## config.mk

```make
export PLATFORM = sky130hd
export DESIGN_NAME = bus_mode_ctrl
export DESIGN_NICKNAME = d
export VERILOG_FILES = /design/src/rtl/bmc_pkg.sv /design/src/rtl/bmc_mode_fsm.sv /design/src/rtl/bmc_regs.sv /design/src/rtl/bmc_pin_resolve.sv /design/src/rtl/bus_mode_ctrl.sv
export SDC_FILE = /design/constraint.sdc
export NUM_CORES = 1
export LEC_CHECK = 0
export BUFFER_PORTS_ARGS = -buffer_cell sky130_fd_sc_hd__buf_2
export CORE_MARGIN = 5
export CORE_UTILIZATION = 42
export DETAILED_ROUTE_END_ITERATION = 7
export GPL_TIMING_DRIVEN = 0
export PLACE_DENSITY = 0.84
export SKIP_LAST_GASP = 1
export SLEW_MARGIN = 20
export SYNTH_ARGS = -nofsm -noshare
export SYNTH_HDL_FRONTEND = slang
export SYNTH_HIERARCHICAL = 1
export SYNTH_SLANG_ARGS = --single-unit
```

## constraint.sdc

```tcl
create_clock -name clk -period 1.65 [get_ports clk]
set_input_delay 0.0825 -clock clk [delete_from_list [all_inputs] [get_ports clk]]
set_output_delay 0.0825 -clock clk [all_outputs]
set_load 0.02 [all_outputs]
```

## src/rtl/bmc_pkg.sv

```systemverilog
package bmc_pkg;
    typedef enum logic [1:0] {
        MODE_NSC = 2'b00,
        MODE_SSC = 2'b01,
        MODE_XW  = 2'b10,
        MODE_XN  = 2'b11
    } bus_mode_e;

    typedef enum logic [1:0] {
        FN_GPIO = 2'd0,
        FN_CLK  = 2'd1,
        FN_STRB = 2'd2,
        FN_PIPE = 2'd3
    } pin_fn_e;

    typedef enum logic [1:0] {
        WR_FREE   = 2'd0,
        WR_ONCE   = 2'd1,
        WR_LOCKED = 2'd2
    } wr_state_e;

    // pin-control register bit positions
    localparam int CB_CLKOFF = 0;
    localparam int CB_RW     = 1;
    localparam int CB_LSTRB  = 2;
    localparam int CB_PIPE   = 3;
    localparam int CB_W      = 4;

    // control-port pin positions
    localparam int PIN_RW    = 2;
    localparam int PIN_LSTRB = 3;
    localparam int PIN_CLK   = 4;
    localparam int PIN_PIPE0 = 5;
    localparam int PIN_PIPE1 = 6;
    localparam int IN_ONLY_PINS = 2;

    function automatic logic mode_expanded(input logic [1:0] m);
        return m[1];
    endfunction
endpackage

```

## src/rtl/bmc_mode_fsm.sv

```systemverilog
module bmc_mode_fsm
    import bmc_pkg::*;
(
    input  logic       clk,
    input  logic       rst_n,
    input  logic [1:0] rst_mode_i,
    input  logic       mode_wr_i,
    output logic       wr_ok_o,
    output logic       locked_o
);
    wr_state_e state_q, state_d;

    always_comb begin
        state_d = state_q;
        unique case (state_q)
            WR_ONCE:   if (mode_wr_i) state_d = WR_LOCKED;
            WR_FREE:   state_d = WR_FREE;
            WR_LOCKED: state_d = WR_LOCKED;
            default:   state_d = WR_LOCKED;
        endcase
    end

    always_ff @(posedge clk) begin
        if (!rst_n) begin
            unique case (rst_mode_i)
                MODE_NSC: state_q <= WR_ONCE;
                MODE_SSC: state_q <= WR_FREE;
                default:  state_q <= WR_LOCKED;
            endcase
        end else begin
            state_q <= state_d;
        end
    end

    always_comb begin
        wr_ok_o  = 1'b0;
        locked_o = 1'b0;
        unique case (state_q)
            WR_ONCE, WR_FREE: wr_ok_o  = 1'b1;
            default:          locked_o = 1'b1;
        endcase
    end
endmodule

```

## src/rtl/bmc_regs.sv

```systemverilog
module bmc_regs
    import bmc_pkg::*;
#(
    parameter int DATA_W = 8
) (
    input  logic              clk,
    input  logic              rst_n,
    input  logic [1:0]        rst_mode_i,
    input  logic              wr_en_i,
    input  logic              addr_i,
    input  logic [DATA_W-1:0] wdata_i,
    input  logic              wr_ok_i,
    output logic [1:0]        mode_o,
    output logic              vis_o,
    output logic [CB_W-1:0]   ctl_o,
    output logic [DATA_W-1:0] rdata_o
);
    logic [1:0]      mode_q;
    logic            vis_q;
    logic [CB_W-1:0] ctl_q;
    logic            mode_wr, ctl_wr;

    assign mode_wr = wr_en_i && !addr_i && wr_ok_i;
    assign ctl_wr  = wr_en_i && addr_i;

    always_ff @(posedge clk) begin
        if (!rst_n) begin
            mode_q <= rst_mode_i;
            vis_q  <= 1'b0;
            ctl_q  <= '0;
            ctl_q[CB_CLKOFF] <= !mode_expanded(rst_mode_i);
        end else if (mode_wr) begin
            mode_q <= wdata_i[1:0];
            vis_q  <= wdata_i[2];
            if (wdata_i[1:0] == MODE_NSC)
                ctl_q[CB_W-1:1] <= '0;
        end else if (ctl_wr) begin
            ctl_q[CB_CLKOFF] <= wdata_i[CB_CLKOFF];
            if (mode_q == MODE_NSC)
                ctl_q[CB_W-1:1] <= '0;
            else
                ctl_q[CB_W-1:1] <= wdata_i[CB_W-1:1];
        end
    end

    always_comb begin
        rdata_o = '0;
        if (addr_i) rdata_o[CB_W-1:0] = ctl_q;
        else        rdata_o[2:0]      = {vis_q, mode_q};
    end

    assign mode_o = mode_q;
    assign vis_o  = vis_q;
    assign ctl_o  = ctl_q;
endmodule

```

## src/rtl/bmc_pin_resolve.sv

```systemverilog
module bmc_pin_resolve
    import bmc_pkg::*;
#(
    parameter int CTL_W = 8
) (
    input  logic [1:0]       mode_i,
    input  logic [CB_W-1:0]  ctl_i,
    output logic             porta_bus_o,
    output logic             portb_bus_o,
    output logic [2*CTL_W-1:0] func_o,
    output logic [CTL_W-1:0] oe_o,
    output logic [CTL_W-1:0] pu_o
);
    logic xp;
    assign xp          = mode_expanded(mode_i);
    assign porta_bus_o = xp;
    assign portb_bus_o = (mode_i == MODE_XW);

    for (genvar p = 0; p < CTL_W; p++) begin : g_pin
        pin_fn_e fn;
        always_comb begin
            fn = FN_GPIO;
            if (p >= IN_ONLY_PINS) begin
                if (p == PIN_CLK && (xp || !ctl_i[CB_CLKOFF])) fn = FN_CLK;
                if (p == PIN_RW && xp && ctl_i[CB_RW])          fn = FN_STRB;
                if (p == PIN_LSTRB && xp && ctl_i[CB_LSTRB])    fn = FN_STRB;
                if ((p == PIN_PIPE0 || p == PIN_PIPE1) && xp && ctl_i[CB_PIPE])
                    fn = FN_PIPE;
            end
        end
        assign func_o[2*p +: 2] = fn;
        assign oe_o[p] = (fn != FN_GPIO);
        assign pu_o[p] = (fn == FN_GPIO);
    end
endmodule

```

## src/rtl/bus_mode_ctrl.sv

```systemverilog
module bus_mode_ctrl
    import bmc_pkg::*;
#(
    parameter int DATA_W = 8,
    parameter int CTL_W  = 8
) (
    input  logic                 clk,
    input  logic                 rst_n,
    input  logic [1:0]           rst_mode_i,
    input  logic                 wr_en_i,
    input  logic                 addr_i,
    input  logic [DATA_W-1:0]    wdata_i,
    output logic [DATA_W-1:0]    rdata_o,
    output logic [1:0]           mode_o,
    output logic                 vis_o,
    output logic                 porta_bus_o,
    output logic                 portb_bus_o,
    output logic [2*CTL_W-1:0]   ctl_func_o,
    output logic [CTL_W-1:0]     ctl_oe_o,
    output logic [CTL_W-1:0]     ctl_pu_o
);
    logic            wr_ok, wr_locked;
    logic [CB_W-1:0] ctl;

    bmc_mode_fsm u_fsm (
        .clk        (clk),
        .rst_n      (rst_n),
        .rst_mode_i (rst_mode_i),
        .mode_wr_i  (wr_en_i && !addr_i),
        .wr_ok_o    (wr_ok),
        .locked_o   (wr_locked)
    );

    bmc_regs #(.DATA_W(DATA_W)) u_regs (
        .clk        (clk),
        .rst_n      (rst_n),
        .rst_mode_i (rst_mode_i),
        .wr_en_i    (wr_en_i),
        .addr_i     (addr_i),
        .wdata_i    (wdata_i),
        .wr_ok_i    (wr_ok),
        .mode_o     (mode_o),
        .vis_o      (vis_o),
        .ctl_o      (ctl),
        .rdata_o    (rdata_o)
    );

    bmc_pin_resolve #(.CTL_W(CTL_W)) u_pins (
        .mode_i      (mode_o),
        .ctl_i       (ctl),
        .porta_bus_o (porta_bus_o),
        .portb_bus_o (portb_bus_o),
        .func_o      (ctl_func_o),
        .oe_o        (ctl_oe_o),
        .pu_o        (ctl_pu_o)
    );
endmodule

```

==> impl_metrics.ini <==
[run_status]
status = completed

[setup_path]
end_kind = output pin
path_buf_inv = 2
reg2reg_from = u_fsm/state_q[1]
reg2reg_depth = 4
cp_max_fo = 13
cp-start-kind = flop
reg2reg_slack_ns = 0.51
max_stage_delay_ns = 0.54
slowest_stage = edfxtp_1
cp.required_ns = 1.57
worstPathCellList = and2_1 > buf_4 > buf_2
crit_arrival_ns = 1.37
path_depth = 3
timing.rr.end = u_regs/ctl_o[3]
criticalPathCategory = reg -> out
cp_top_family = flip-flops

[grt]
grtUsageTotal_pct = 12.9
overflow = 0
grt_max_degree = 14
grt_pass1_vias = 632
antenna_found_initial = 0
grt_pass1_wl_um = 2590

[pwr]
p_int_w = 0.000449
switching_share_pct = 33.8
p_leak_nw = 0.592
ir_drop_mv = 0.310
combPwrFrac_pct = 35.8
power.switching_w = 0.000229
total_power_w = 0.000678
p_seq_share_pct = 39.5
clockPowerShare_pct = 24.6
cellPowerDensity_nw_per_um2 = 645

[die]
fp-row-count = 15
boundaryPins = 59
die_w_um = 52.5
coreArea_sq_um = 1730
dieArea_sq_um = 2760
initial_utilization_pct = 43.9
die_h_um = 52.5

[flow_run]
drv_cap = 0

[yosys]
postSynthCellCount = 85
avgSynthCellArea_sq_um = 8.92
syn_area_sq_um = 758
ys.warnings.count = 6

[clock_network]
cts_root_buffer = clkbuf_4
clock_latency_ns = 0.25
cts_tree = yes
cts_resized = 0
holdBufCountCts = 0
h-tree-depth = 1
postCtsSetupRepairBufs = 0
clk_path_buf_depth = 2
cts_buffers = 3
clkTransAtPathRegs_ns = 0.06
clock-sinks = 9

[routing]
dr.first_iter.drc_count = 4
vias_per_cell = 3.96
firstDrtPassIters = 4
wire_per_inst_um = 9.99
drcViolationCount = 0
postRouteAntennaNets = 0
num_vias = 654
routed_wl_um = 1650

[finish]
antenna_cells = 0
drive_gt1_share_pct = 55.0
nNetsFinal = 155
syn2layout_area_growth_pct = 38.6
stdcell_area_sq_um = 1050

[timing]
rsz0062_at_grt = false
timing.setup.tns_ns = 0
finalSetupViolations = 0
finalClockSkew_ns = 0.00268
maxSlewViolCount = 0
period_minus_slack_ns = 1.45
post-route-period-util_pct = 88.2
fmax_ghz = 0.687
final_hold_viol_count = 0

[worst_hold_path]
hold_class = in -> reg
hold_depth = 3
worstHoldEndpoint = u_regs/ctl_o[2]
min-delay-start = wdata_i[2]

[placed_design]
gp_congestion = 0.760
portBuffers = 35
hpwl_um = 1400
dpl_cell_area_sq_um = 1020
-- cells in the final DEF, fill, tap and decap left out, types with 2 or more instances in the layout --
cell type / instances
buf_4: 29
buf_2: 36
nand4_1: 2
nor2b_1: 2
and2_1: 3
mux2i_1: 4
mux2_2: 5
clkbuf_4: 3
nor2_1: 2
conb_1: 19
nand3_1: 2
inv_1: 3
dfxtp_1: 4
edfxtp_1: 5
nand2_1: 10
-- how the worst max path moves through the flow --
stage,from,to,slack [ns]
after floorplan,u_regs/mode_o[1],ctl_func_o[11],0.41
after global placement,u_regs/mode_o[1],ctl_oe_o[5],0.51
after detailed placement,u_regs/mode_o[1],ctl_oe_o[6],0.45
after CTS,u_regs/mode_o[1],ctl_oe_o[6],0.16
after global routing,u_regs/mode_o[1],ctl_func_o[12],0.04
final,u_regs/mode_o[1],ctl_oe_o[6],0.20
-- cell type report --
cell class	count	area (sq um)
repair buffers	35	175
flip-flops and latches	9	230
plain buffers	30	223
multi-input cells	59	354
inverters	3	11.3
fillers	166	676
clock buffers	4	26.3
well taps	25	31.3
-- worst reg2reg max path, cell delays in order (launching register included) --
cell,delay [ns]
edfxtp_1,0.40
inv_1,0.11
nand2_1,0.09
o31ai_4,0.26
mux2i_1,0.22
-- power by group through the flow --
stage	combinational, W	sequential, W	clock (W)
6_report	0.000243	0.000268	0.000167
3_3_place_gp	0.000237	0.000272	0
2_1_floorplan	0.000178	0.000275	0
3_5_place_dp	0.000241	0.000273	0
4_1_cts	0.000242	0.000268	0.000175
5_1_grt	0.000261	0.000272	0.000191
-- layer usage --
layer / track usage (%) / vias up / wire length (um)
met3: 4.56 / 2 / 197
met4: 6.38 / 0 / 19
met2: 25.8 / 36 / 858
li1: - / 337 / -
met1: 10.7 / 279 / 573
met5: 0 / - / 0
-- state kept, by name, summed over array words and instances, names as in the netlist --
signal and cells:
u_fsm/state_q 2, u_regs/vis_o 1, u_regs/mode_o 2, u_regs/ctl_o 4
-- metrics by stage --
step | utilization (%) | std cells | setup slack (ns) | hold slack [ns]
after global routing | 60.9 | 165 | 0.0371 | 0.0916
final | 60.9 | 165 | 0.195 | 0.102
after floorplan | - | 101 | 0.407 | 0.226
after detailed placement | 59.3 | 161 | 0.445 | 0.364
after global placement | 59.3 | 161 | 0.506 | 0.346
after CTS | 60.9 | 165 | 0.157 | 0.0915
(Power assumes the default switching activity.)
